<file path="src/rtl/adc_scan_pkg.sv">
package adc_scan_pkg;

    // Phases of one scan step, in the order the step runs through them.
    typedef enum logic [2:0] {
        ST_IDLE,   // stopped; convert and chip select released
        ST_LEAD,   // select moved, waiting out the lead time
        ST_WAIT,   // convert low, waiting for ready
        ST_READ,   // chip select low, clocking the word out
        ST_DONE    // word delivered; pick the next channel
    } scan_state_e;

    // Lowest half period of sclk, in system clocks.
    localparam int unsigned SCLK_MIN_HALF = 2;

    // Index of the last channel in the list; an empty list acts as one channel.
    function automatic logic [15:0] last_index(input logic [15:0] count);
        return (count == 16'd0) ? 16'd0 : count - 16'd1;
    endfunction

endpackage

</file>
<file path="src/rtl/adc_scan_seq.sv">
module adc_scan_seq
    import adc_scan_pkg::*;
#(
    parameter int CH_W   = 4,
    parameter int LEAD_W = 8
) (
    input  logic              clk,
    input  logic              rst,
    input  logic              run,
    input  logic [CH_W-1:0]   ch_count,
    input  logic [LEAD_W-1:0] lead_cycles,
    input  logic              rdy_n,
    input  logic              rx_done,
    output logic              rx_start,
    output logic              word_cap,
    output logic [CH_W-1:0]   mux_sel,
    output logic              conv_n,
    output logic              cs_n
);

    scan_state_e       state_q;
    logic [CH_W-1:0]   ch_q;
    logic [CH_W-1:0]   ch_last;
    logic [CH_W-1:0]   ch_next;
    logic [LEAD_W-1:0] lead_q;
    logic              conv_q;
    logic              cs_q;
    logic              lead_zero;

    always_comb begin
        ch_last   = CH_W'(last_index(16'(ch_count)));
        ch_next   = (ch_q >= ch_last) ? '0 : ch_q + 1'b1;
        lead_zero = (lead_cycles == '0);
        rx_start  = (state_q == ST_WAIT) && !rdy_n;
        word_cap  = (state_q == ST_READ) && rx_done;
    end

    always_ff @(posedge clk) begin
        if (rst) begin
            state_q <= ST_IDLE;
            ch_q    <= '0;
            lead_q  <= '0;
            conv_q  <= 1'b1;
            cs_q    <= 1'b1;
        end else begin
            unique case (state_q)
                ST_IDLE: begin
                    if (run) begin
                        if (lead_zero) begin
                            conv_q  <= 1'b0;
                            state_q <= ST_WAIT;
                        end else begin
                            lead_q  <= lead_cycles - 1'b1;
                            state_q <= ST_LEAD;
                        end
                    end
                end
                ST_LEAD: begin
                    if (lead_q == '0) begin
                        conv_q  <= 1'b0;
                        state_q <= ST_WAIT;
                    end else begin
                        lead_q <= lead_q - 1'b1;
                    end
                end
                ST_WAIT: begin
                    if (!rdy_n) begin
                        cs_q    <= 1'b0;
                        state_q <= ST_READ;
                    end
                end
                ST_READ: begin
                    if (rx_done) begin
                        cs_q    <= 1'b1;
                        conv_q  <= 1'b1;
                        state_q <= ST_DONE;
                    end
                end
                ST_DONE: begin
                    if (!run) begin
                        ch_q    <= '0;
                        state_q <= ST_IDLE;
                    end else begin
                        ch_q <= ch_next;
                        if (lead_zero) begin
                            conv_q  <= 1'b0;
                            state_q <= ST_WAIT;
                        end else begin
                            lead_q  <= lead_cycles - 1'b1;
                            state_q <= ST_LEAD;
                        end
                    end
                end
                default: state_q <= ST_IDLE;
            endcase
        end
    end

    assign mux_sel = ch_q;
    assign conv_n  = conv_q;
    assign cs_n    = cs_q;

    // the select only moves while convert was released
    p_mux_moves_released_r11: assert property (@(posedge clk) disable iff (rst)
        !$stable(ch_q) |-> $past(conv_q));

    // chip select is only low inside an active conversion
    p_cs_inside_conv_r4: assert property (@(posedge clk) disable iff (rst)
        !cs_q |-> !conv_q);

    // the reader reports completion only during a read
    p_done_only_reading_r4: assert property (@(posedge clk) disable iff (rst)
        rx_done |-> (state_q == ST_READ));

    // once stopped, convert stays high and the select is back at 0
    p_idle_quiet_r12: assert property (@(posedge clk) disable iff (rst)
        (state_q == ST_IDLE) |-> (conv_q && cs_q && ch_q == '0));

endmodule

</file>
<file path="src/rtl/adc_scan_rx.sv">
module adc_scan_rx
    import adc_scan_pkg::*;
#(
    parameter int WORD_W = 24,
    parameter int DIV_W  = 8
) (
    input  logic              clk,
    input  logic              rst,
    input  logic              start,
    input  logic [DIV_W-1:0]  sclk_half,
    input  logic              sdo,
    output logic              sclk,
    output logic              done,
    output logic [WORD_W-1:0] word
);

    localparam int BIT_W = $clog2(WORD_W);
    localparam logic [BIT_W-1:0] LAST_BIT = BIT_W'(WORD_W - 1);

    logic              active_q;
    logic              sclk_q;
    logic              done_q;
    logic [DIV_W-1:0]  div_q;
    logic [DIV_W-1:0]  half_eff;
    logic [BIT_W-1:0]  bit_q;
    logic [WORD_W-1:0] shift_q;

    always_comb begin
        half_eff = (sclk_half < DIV_W'(SCLK_MIN_HALF)) ? DIV_W'(SCLK_MIN_HALF) : sclk_half;
    end

    always_ff @(posedge clk) begin
        if (rst) begin
            active_q <= 1'b0;
            sclk_q   <= 1'b0;
            done_q   <= 1'b0;
            div_q    <= '0;
            bit_q    <= '0;
            shift_q  <= '0;
        end else begin
            done_q <= 1'b0;
            if (start && !active_q) begin
                active_q <= 1'b1;
                sclk_q   <= 1'b0;
                div_q    <= half_eff - 1'b1;
                bit_q    <= '0;
            end else if (active_q) begin
                if (div_q != '0) begin
                    div_q <= div_q - 1'b1;
                end else begin
                    div_q <= half_eff - 1'b1;
                    if (!sclk_q) begin
                        sclk_q <= 1'b1;
                    end else begin
                        sclk_q  <= 1'b0;
                        shift_q <= {shift_q[WORD_W-2:0], sdo};
                        if (bit_q == LAST_BIT) begin
                            active_q <= 1'b0;
                            done_q   <= 1'b1;
                        end else begin
                            bit_q <= bit_q + 1'b1;
                        end
                    end
                end
            end
        end
    end

    assign sclk = sclk_q;
    assign done = done_q;
    assign word = shift_q;

    // bit index never passes the word length
    p_bit_index_r5: assert property (@(posedge clk) disable iff (rst)
        bit_q <= LAST_BIT);

    // serial clock rests low between reads
    p_sclk_rests_low_r5: assert property (@(posedge clk) disable iff (rst)
        !active_q |-> !sclk_q);

    // phase counter stays within the effective half period
    p_half_bound_r6: assert property (@(posedge clk) disable iff (rst)
        active_q |-> (div_q < half_eff));

endmodule

</file>
<file path="src/rtl/adc_scan_fmt.sv">
module adc_scan_fmt #(
    parameter int CH_W   = 4,
    parameter int WORD_W = 24,
    parameter int OUT_W  = 32
) (
    input  logic              clk,
    input  logic              rst,
    input  logic              cap,
    input  logic              bipolar,
    input  logic [CH_W-1:0]   ch,
    input  logic [WORD_W-1:0] word,
    output logic              valid,
    output logic [CH_W-1:0]   tag,
    output logic [OUT_W-1:0]  data
);

    localparam int PAD_W = OUT_W - WORD_W;

    logic [OUT_W-1:0] ext;

    generate
        if (PAD_W > 0) begin : g_pad
            always_comb begin
                ext = bipolar ? {{PAD_W{word[WORD_W-1]}}, word} : {{PAD_W{1'b0}}, word};
            end
        end else begin : g_same
            always_comb begin
                ext = word;
            end
        end
    endgenerate

    always_ff @(posedge clk) begin
        if (rst) begin
            valid <= 1'b0;
            tag   <= '0;
            data  <= '0;
        end else begin
            valid <= cap;
            if (cap) begin
                tag  <= ch;
                data <= ext;
            end
        end
    end

    // valid strobe is a single cycle
    p_valid_single_r9: assert property (@(posedge clk) disable iff (rst)
        valid |=> !valid);

    // sign bits agree with the low word in either mode
    p_extension_r8: assert property (@(posedge clk) disable iff (rst)
        (valid && $stable(bipolar) && PAD_W > 0) |->
            (data[OUT_W-1] == (bipolar & data[WORD_W-1])));

endmodule

</file>
<file path="src/rtl/adc_scan_ctrl.sv">
module adc_scan_ctrl #(
    parameter int CH_W   = 4,
    parameter int LEAD_W = 8,
    parameter int DIV_W  = 8,
    parameter int WORD_W = 24,
    parameter int OUT_W  = 32
) (
    input  logic              clk,
    input  logic              rst,
    input  logic              run,
    input  logic [CH_W-1:0]   ch_count,
    input  logic [LEAD_W-1:0] lead_cycles,
    input  logic [DIV_W-1:0]  sclk_half,
    input  logic              bipolar,
    input  logic              rdy_n,
    input  logic              sdo,
    output logic [CH_W-1:0]   mux_sel,
    output logic              conv_n,
    output logic              cs_n,
    output logic              sclk,
    output logic              res_valid,
    output logic [CH_W-1:0]   res_ch,
    output logic [OUT_W-1:0]  res_data
);

    logic              rx_start;
    logic              rx_done;
    logic              word_cap;
    logic [WORD_W-1:0] rx_word;

    adc_scan_seq #(
        .CH_W  (CH_W),
        .LEAD_W(LEAD_W)
    ) seq_i (
        .clk        (clk),
        .rst        (rst),
        .run        (run),
        .ch_count   (ch_count),
        .lead_cycles(lead_cycles),
        .rdy_n      (rdy_n),
        .rx_done    (rx_done),
        .rx_start   (rx_start),
        .word_cap   (word_cap),
        .mux_sel    (mux_sel),
        .conv_n     (conv_n),
        .cs_n       (cs_n)
    );

    adc_scan_rx #(
        .WORD_W(WORD_W),
        .DIV_W (DIV_W)
    ) rx_i (
        .clk      (clk),
        .rst      (rst),
        .start    (rx_start),
        .sclk_half(sclk_half),
        .sdo      (sdo),
        .sclk     (sclk),
        .done     (rx_done),
        .word     (rx_word)
    );

    adc_scan_fmt #(
        .CH_W  (CH_W),
        .WORD_W(WORD_W),
        .OUT_W (OUT_W)
    ) fmt_i (
        .clk    (clk),
        .rst    (rst),
        .cap    (word_cap),
        .bipolar(bipolar),
        .ch     (mux_sel),
        .word   (rx_word),
        .valid  (res_valid),
        .tag    (res_ch),
        .data   (res_data)
    );

    // serial clock is high only with chip select asserted
    p_sclk_needs_cs_r5: assert property (@(posedge clk) disable iff (rst)
        sclk |-> !cs_n);

    // chip select and convert are released together
    p_release_together_r11: assert property (@(posedge clk) disable iff (rst)
        $rose(cs_n) |-> $rose(conv_n));

    // a result appears just as the read is closed
    p_result_at_close_r9: assert property (@(posedge clk) disable iff (rst)
        $rose(cs_n) |-> res_valid);

endmodule

</file>
<file path="config.mk">
export PLATFORM = sky130hd
export DESIGN_NAME = adc_scan_ctrl
export DESIGN_NICKNAME = d
export VERILOG_FILES = /design/src/rtl/adc_scan_pkg.sv /design/src/rtl/adc_scan_seq.sv /design/src/rtl/adc_scan_rx.sv /design/src/rtl/adc_scan_fmt.sv /design/src/rtl/adc_scan_ctrl.sv
export SDC_FILE = /design/constraint.sdc
export NUM_CORES = 1
export LEC_CHECK = 0
export ABC_AREA = 1
export CORE_MARGIN = 10
export CORE_UTILIZATION = 47
export DETAILED_ROUTE_END_ITERATION = 6
export PLACE_DENSITY = 0.72
export REMOVE_ABC_BUFFERS = 1
export SYNTH_ARGS = -nofsm -noshare
export SYNTH_HDL_FRONTEND = slang
export SYNTH_SLANG_ARGS = --single-unit
export TNS_END_PERCENT = 10
</file>
<file path="constraint.sdc">
create_clock -name clk -period 4.9 [get_ports clk]
set_clock_uncertainty 0.1 [all_clocks]
set_input_delay 0.98 -clock clk [delete_from_list [all_inputs] [get_ports clk]]
set_output_delay 0.98 -clock clk [all_outputs]
set_load 0.005 [all_outputs]
</file>
======== Yosys cells after proc, flatten, opt, wreduce, memory -nomap -nowiden ========
Index checks and enable logic that the tools add are counted.
operators by class
  add/sub/neg operators ................... 7
  $lt $le $gt $ge ......................... 2
  eq/ne operators ......................... 13
  multiplexer cells ....................... 33
  bitwise logic cells ..................... 5
  reduce and logical (&&, ||, !) cells .... 24
operators with widths
  operator                                                     count
  two-way mux 8 bit                                            7
  two-way mux 32 bit                                           1
  subtractor 8 x 1 -> 8 bit (second input constant)            4
  zero test 8 bit                                              2
  case mux 8 bit (2 select lines)                              1
  AND reduction 4 bit                                          4
  case mux 3 bit (5 select lines)                              1
  two-way mux 1 bit                                            12
  two-way mux 3 bit                                            4
  two-way mux 4 bit                                            3
  less-than comparator 8 x 2 -> 1 bit (second input constant)  1
  != test 2 x 1 -> 1 bit (second input constant)               4
  != test 2 bit (second input constant)                        4
  nonzero test 8 bit                                           1
  equality test 3 x 2 -> 1 bit (second input constant)         2
  nonzero test 2 bit                                           3
  adder 5 x 1 -> 5 bit (second input constant)                 1
  equality test 5 bit (second input constant)                  1
  inverter 1 bit                                               5
  AND reduction 5 bit                                          1
  OR reduction 5 bit                                           1
  adder 4 x 1 -> 4 bit (second input constant)                 1
  greater-or-equal comparator 4 bit                            1
  zero test 4 bit                                              1
  13 further kinds                                             18
word-level totals
  register bits after elaboration ......... 94
  input bits .............................. 26
  output and inout bits ................... 44

======== Longest topological paths before layout ========
Gate-level depths: netlist of the first run.
  word-level depth ........................ 6
  gate-level depth with buffers ........... 12
  gate-level depth less buffers ........... 12

======== Hierarchy ========
Synthesis of the first run repeated with hierarchy kept, for this count alone.
second synthesis, totals
  cells, all modules ...................... 633
  area total of the unflattened synthesis .. 4,394.2 µm²
by module, submodules not included
  module        instances  cells each  area each (µm²)
  adc_scan_rx   1          285         1,965.6
  adc_scan_seq  1          213         1,315.0
  adc_scan_fmt  1          135         1,113.6

======== Least setup slack after synthesis of the first run ========
No wires, ideal clock.
  path kind ............................... input -> register
  start point ............................. input port ch_count[1]
  end point ............................... register seq_i.ch_q[1], in the netlist seq_i.mux_sel[1]
  library setup time ...................... 0.128 ns
  arrival ................................. 2.040 ns
  slack ................................... 2.633 ns
  cell stages on the path ................. 10
  cells stage by stage .................... nor3_1 -> a21oi_1 -> ha_1 -> inv_1 -> o21bai_1 -> nand3_1 -> nand3_1 -> nor2_1 -> a22oi_1 -> nor2_1
on the way
  longest elaborated chain between the ends .. 5
  elaborated cells between the ends (all ways) .. 6
  classes of those cells .................. add/sub (1); order compare (1); mux (3); reduce/logical (1)
ends and longest elaborated chain
  item                                                          RTL line             text
  from (decl)                                                   adc_scan_ctrl.sv:11  input logic [CH_W-1:0] ch_count,
  subtractor 4 x 1 -> 4 bit or zero test 4 bit (tied branches)  adc_scan_pkg.sv:17   return (count == 16'd0) ? 16'd0 : count - 16'd1;
  two-way mux 4 bit (*)                                         adc_scan_pkg.sv:17
  greater-or-equal comparator 4 bit (*)                         adc_scan_seq.sv:32   ch_next = (ch_q >= ch_last) ? '0 : ch_q + 1'b1;
  two-way mux 4 bit (*)                                         adc_scan_seq.sv:32
  two-way mux 4 bit (*)                                         adc_scan_seq.sv:80   if (!run) begin
  to (signal assigned)                                          adc_scan_seq.sv:84   ch_q <= ch_next;
  to (decl)                                                     adc_scan_seq.sv:22   logic [CH_W-1:0] ch_q;
Mark *: on every way between the ends. The rest lies on a longest branch, timed or not.
A chain may end at the register's enable or synchronous reset.

======== Worst setup path after layout of the first run ========
  start point ............................. input port sclk_half[3]
  end point ............................... register rx_i.div_q[6]
on the way
  longest elaborated chain between the ends .. 6
ends and longest elaborated chain
  item                                 RTL line                              text
  from (decl)                          adc_scan_ctrl.sv:13                   input logic [DIV_W-1:0] sclk_half,
  less-than comparator 8 x 2 -> 1 bit  adc_scan_rx.sv:29                     half_eff = (sclk_half < DIV_W'(SCLK_MIN_HALF)) ? DIV_W'(SCLK_MIN_HALF) : sclk_half;
  two-way mux 8 bit (*)                adc_scan_rx.sv:29
  subtractor 8 x 1 -> 8 bit (*)        adc_scan_rx.sv:45, adc_scan_rx.sv:51
  two-way mux 8 bit                    adc_scan_rx.sv:48                     if (div_q != '0) begin
  two-way mux 8 bit                    adc_scan_rx.sv:47                     end else if (active_q) begin
  two-way mux 8 bit (*)                adc_scan_rx.sv:42                     if (start && !active_q) begin
  to (signal assigned)                 adc_scan_rx.sv:45                     div_q <= half_eff - 1'b1;
  to (signal assigned)                 adc_scan_rx.sv:49                     div_q <= div_q - 1'b1;
  to (signal assigned)                 adc_scan_rx.sv:51                     div_q <= half_eff - 1'b1;
  to (decl)                            adc_scan_rx.sv:23                     logic [DIV_W-1:0] div_q;
Mark *: on every way between the ends. The rest lies on a longest branch, timed or not. The select of a mux whose other input is x is not followed.

==> results of run 1 <==
-- flip-flops by register name (all words and copies together), names as in the netlist, 3 cells and up --
name and flops:
seq_i.mux_sel 4, seq_i.lead_q 8, rx_i.word 24, rx_i.div_q 8
fmt_i.tag 4, rx_i.bit_q 5, seq_i.state_q 3, fmt_i.data 25
-- stage by stage --
step	utilization [%]	hold WS (ns)	power (W)	cell area, sq um
after global placement	55.6	0.353	0.00164	4830
after global routing	57.9	0.387	0.00231	5020
final	57.9	0.370	0.00214	5020
after floorplan	-	0.348	0.00147	3990
after detailed placement	55.6	0.359	0.00165	4830
after CTS	57.9	0.374	0.00215	5020
-- kinds of logic after synthesis --
family          count (synthesis)
compound gates                119
xor+xnor                       11
fa+ha+maj                      10
buf+inv                        86
flops                          87
simple gates                  271
-- worst max-delay path, delay by kind of cell --
kind	cells	cell delay, ns
buf+inv	2	0.60
simple gates	8	0.82
xor+xnor	1	0.15
fa+ha+maj	1	0.26
-- power groups by stage --
stage	sequential (W)	combinational [W]	clock (W)
floorplan	0.000829	0.000640	0
global placement	0.000838	0.000797	0
detailed placement	0.000840	0.000813	0
CTS	0.000824	0.000816	0.000510
global route	0.000831	0.000940	0.000534
finish	0.000824	0.000822	0.000490
-- cells in the final DEF, fill, tap and decap left out, types with 6 or more instances in the layout --
master           netlist  routed
nand3_1               22      22
dfxtp_1               87      87
o21ai_0               23      23
inv_1                 49      49
nor2_1                43      43
nor3_1                 6       6
inv_2                  7       7
nand4_1                8       8
nand2_1              174     174
a21oi_1               75      75
clkdlybuf4s50_1        0      68
clkbuf_8               0      10
ha_1                  10      10
xor2_1                 8       8
-- metal layers --
metal  up-vias  GRT usage (%)
met4         0           3.59
met2        60           26.4
met1      1727           16.8
li1       1984              -
met3        11           5.14
met5         -              0
-- worst min-delay path by stage --
stage / from / to / slack, ns / cells after the start
after floorplan: rx_i.word[0] / fmt_i.data[0] / 0.35 / 2
after global placement: fmt_i.data[23] / fmt_i.data[23] / 0.35 / 2
after detailed placement: fmt_i.data[4] / fmt_i.data[4] / 0.36 / 2
after CTS: fmt_i.data[6] / fmt_i.data[6] / 0.37 / 2
after global routing: fmt_i.data[9] / fmt_i.data[9] / 0.39 / 2
final: fmt_i.data[9] / fmt_i.data[9] / 0.37 / 2
-- layout make-up --
type	instances	area (sq um)	share of cell area, %
Clock inverter	6	57.6	1.15
Inverter	57	219	4.36
Tap cell	108	135	2.69
Multi-Input combinational cell	411	2030	40.4
Clock buffer	10	138	2.74
Sequential cell	87	1740	34.7
Timing Repair Buffer	71	701	13.9
==> qor.yml, run 1 <==
run_status:
  status: "finished clean"
layout:
  insertedDiodeCount: 0
  instances_no_fill: 750
  nets: 673
  area_growth_pct: 20.6
  fillers: 855
  drive_above_1_share_pct: 7.32
worst_setup_path:
  start_kind: "input port"
  crit_path_start: "sclk_half[3]"
  critPathCapture: "rx_i.div_q[6]"
  timing.rr.end: "seq_i.lead_q[6]"
  critPathMaxFanout: 5
  cp.arrival_ns: 2.82
  crit_required_ns: 5.06
  cpMaxStageDelayCell: "clkdlybuf4s50_1"
  timing.rr.start: "seq_i.state_q[0]"
  rr_worst_depth: 11
  reg2reg_slack_ns: 2.86
  path_class: "in -> reg"
  setup.worst_path.end_class: "flop"
  slowest_delay_ns: 0.55
  cp_cell_sequence: "clkdlybuf4s50_1 > nor2_1 > nand2_1 > nor2_1 > nor2_1 > ha_1 > nand3_1 > xor2_1 > nand2_1 > nand3_1 > nand3_1 > inv_1"
detailed_routing:
  met2_length_um: 4800
  drt-met1-wl_um: 4210
  top_layer: "met4"
  drcViolationCount: 0
  drt_first_iter_violations: 128
  wl_met3_um: 498
  ant_nets: 0
  wl_per_cell_um: 12.8
  wl_um: 9590
  vias: 3782
  viasPerCell: 5.04
  drt_pass1_iterations: 4
synth:
  yosys.area_share.xor_xnor_pct: 2.31
  synth-seq-cells: 87
  synth_most_common_cell: "nand2_1"
  synth_common_cells: "174 x nand2_1, 87 x dfxtp_1, 75 x a21oi_1"
  ys_top_cells_by_area: "dfxtp_1 42%, nand2_1 16%, a21oi_1 9.0%, inv_1 4.4%, nor2_1 3.9%"
  syn-cell-area_sq_um: 4170
  avgSynthCellArea_sq_um: 7.13
  yosys_warnings: 0
  synth-compound-area-share_pct: 15.6
  yosys.area_share.simple_pct: 27.8
  synth_cell_types: 37
  syn_inst: 584
  synth_top_family_by_area: "simple AND/OR/NAND/NOR gates"
  synth_fa_ha_area_share_pct: 3.00
  synth_top_area_share_pct: 41.8
  synth_top_area_cell: "dfxtp_1"
  async_reset_ff_share_pct: 0
  synth-edff-count: 0
  synth_mux_area_share_pct: 0
  yosys_most_used_dff: "dfxtp_1"
  seq_area_frac_synth_pct: 41.8
cts:
  clockBufferDepth: 2
  cts_tree: "yes"
  clkTransAtPathRegs_ns: 0.09
  cts_setup_buffers: 0
  root_buffer: "clkbuf_8"
  ctsResizeCount: 0
  cts.sinks: 87
  postCtsHoldBufs: 0
  clock_latency_ns: 0.36
  htree_levels: 3
  cts_buffers: 9
pwr:
  powerDensity_nw_per_um2: 425
  leakagePower_nw: 1.96
  combPwrFrac_pct: 38.5
  pwr-share-clk_pct: 23.0
  peakVddDrop_mv: 0.211
  p_seq_share_pct: 38.6
  swShare_pct: 40.1
  p_int_w: 0.00128
  power_switching_w: 0.000857
grt:
  grt_max_degree: 63
  antenna_found_initial: 0
  grt_pass1_wl_um: 16500
  grt_pass1_vias: 3665
  grt.overflow.total: 0
  grt.total_usage_pct: 15.0
die:
  die_h_um: 114
  die_width_um: 114
  ios: 70
  placeableCoreArea_sq_um: 8680
  start_util_pct: 48.0
  rows: 34
  dieArea_sq_um: 13000
timing:
  slew_headroom_pct: 56.8
  grt_setup_unrepaired: "no"
  hold_violations: 0
  max_freq_ghz: 0.375
  tns_ns: 0
  fin_ws_ns: 2.24
  tightestPinTransition_ns: 0.648
  slew_viol_final: 0
  finalSetupViolCount: 0
  fin_crit_ns: 2.66
  min_period_over_period_pct: 54.4
place:
  gp_congestion: 0.841
  port_buffers: 69
  dp.cells: 734
  dp_hpwl_um: 6780
  pre_cts_slack_ns: 1.91
min_path:
  hold_class: "reg -> reg"
run:
  maxCapViolCount: 0
No activity file was read; power rests on OpenSTA's default activity.
==> run 2: changes to the inputs <==
- clock period: 4.9 -> 2.63 ns (I/O delays scaled with it)
==> run 2 against run 1 <==
Net effect:
- register-to-register slack worse by 2.2 ns
- final area increased by 0.62%
- routed wire length increased by 0.46%
- highest routed layer unchanged
- first-iteration DRC count did not move
- largest power group is now combinational logic
- critical path depth did not move
==> qor.yml, run 2 (same netlist as run 1, synthesis figures left out) <==
layout:
  layout_commonest_cell: "nand2_1"
  drive_above_1_share_pct: 7.60
  largest_register: "fmt_i.data"
  area_growth_pct: 21.4
  largest_reg_flops: 25
  design_area_sq_um: 5050
  instances_no_fill: 753
  nets: 676
  insertedDiodeCount: 0
  final_cell_mix: "174 x nand2_1, 87 x dfxtp_1, 75 x a21oi_1"
worst_setup_path:
  path_class: "in -> reg"
  setup.worst_path.end_class: "flop"
  cp.arrival_ns: 2.39
  cp_cell_sequence: "clkdlybuf4s50_1 > nor2_1 > nor3_1 > a21oi_1 > ha_1 > inv_1 > o21bai_1 > nand3_1 > nand3_1 > nor2_1 > nand2_1 > a21oi_1"
  critPathMaxFanout: 4
  start_kind: "input port"
  cpMaxStageDelayCell: "clkdlybuf4s50_1"
  slowest_delay_ns: 0.52
  crit_required_ns: 2.84
detailed_routing:
  wl_met3_um: 465
  drt-met1-wl_um: 4280
  ant_nets: 0
  drt_first_iter_violations: 128
  vias: 3806
  drt_pass1_iterations: 4
  drcViolationCount: 0
  wl_um: 9630
  viasPerCell: 5.05
  met2_length_um: 4750
  wl_per_cell_um: 12.8
  top_layer: "met4"
place:
  placed_cell_area_sq_um: 4850
  dp.cells: 737
  gp_congestion: 0.845
  pre_cts_slack_ns: 0.0848
  port_buffers: 69
  dp_hpwl_um: 6990
grt:
  grt.total_usage_pct: 14.9
  grt_pass1_wl_um: 16500
  grt_max_degree: 38
  grt.overflow.total: 0
  antenna_found_initial: 0
  grt_pass1_vias: 3722
timing:
  fin_ws_ns: 0.444
  max_freq_ghz: 0.458
  tightestPinTransition_ns: 0.505
  fin_crit_ns: 2.19
  slew_headroom_pct: 66.3
  finalSetupViolCount: 0
  slew_viol_final: 0
  min_period_over_period_pct: 83.1
  tns_ns: 0
  hold_violations: 0
  finalHoldWorstSlack_ns: 0.368
  grt_setup_unrepaired: "no"
cts:
  cts_setup_buffers: 0
  cts_buffers: 9
  htree_levels: 3
  root_buffer: "clkbuf_8"
  clkTransAtPathRegs_ns: 0.09
  cts.sinks: 87
  cts_tree: "yes"
  postCtsHoldBufs: 0
  clockBufferDepth: 2
  clock_latency_ns: 0.37
  ctsResizeCount: 0
die:
  placeableCoreArea_sq_um: 8680
  die_h_um: 114
  ios: 70
  rows: 34
  dieArea_sq_um: 13000
  die_width_um: 114
  start_util_pct: 48.0
pwr:
  peakVddDrop_mv: 0.368
  leakagePower_nw: 1.98
  powerDensity_nw_per_um2: 800
run_status:
  status: "finished clean"
min_path:
  hold_class: "reg -> reg"
run:
  maxCapViolCount: 0
## run 2: cell types whose count changed in the layout (fill, tap and decap cells not counted)
cell and delta:
inv_6 -1, clkinv_4 +1, buf_4 +3, bufinv_16 +1, inv_8 -1, clkbuf_1 +1, clkbuf_8 -1
## run 2: final cells by class
cell class              instances  area (sq um)
fillers                       825          3620
multi-input cells             411          2030
flip-flops and latches         87          1740
repair buffers                 74           723
inverters                      57           219
well taps                     108           135
clock buffers                  10           128
clock inverters                 6          76.3
## run 2: metal layers
layer  up-vias  global-route usage, %
li1       1985                      -
met1      1741                   17.2
met2        68                   25.9
met3        12                   3.72
met4         0                   5.93
met5         -                      0
## run 2: final timing paths
check,from,slack (ns),end,cells after the start
worst max-delay path,ch_count[2],0.44,seq_i.mux_sel[2],12
worst min register to register,fmt_i.data[7],0.37,fmt_i.data[7],2
worst min-delay path,fmt_i.data[7],0.37,fmt_i.data[7],2
worst max register to register,seq_i.state_q[0],0.62,seq_i.lead_q[6],11
## run 2: critical path: cells and delay by family
kind / cells / cell delay [ns]
buffers and inverters: 2 / 0.59
AND/OR/NAND/NOR: 6 / 0.70
AO/OA/AOI/OAI: 3 / 0.27
adder cells (fa/ha/maj): 1 / 0.30
## run 2: report_power, final
group | internal, W | total [W] | leakage (nW) | switching (W)
Sequential | 0.00144 | 0.00153 | 0.704 | 0.0000972
Clock | 0.000456 | 0.000967 | 0.103 | 0.000511
Combinational | 0.000555 | 0.00154 | 1.17 | 0.000987
Total | 0.00245 | 0.00404 | 1.98 | 0.00160
## run 2: metrics by stage
| step | util [%] | total power [W] |
|---|---|---|
| after CTS | 58.2 | 0.00406 |
| after global routing | 58.2 | 0.00434 |
| final | 58.2 | 0.00404 |
| after detailed placement | 55.9 | 0.00310 |
| after global placement | 55.9 | 0.00305 |
| after floorplan | - | 0.00274 |
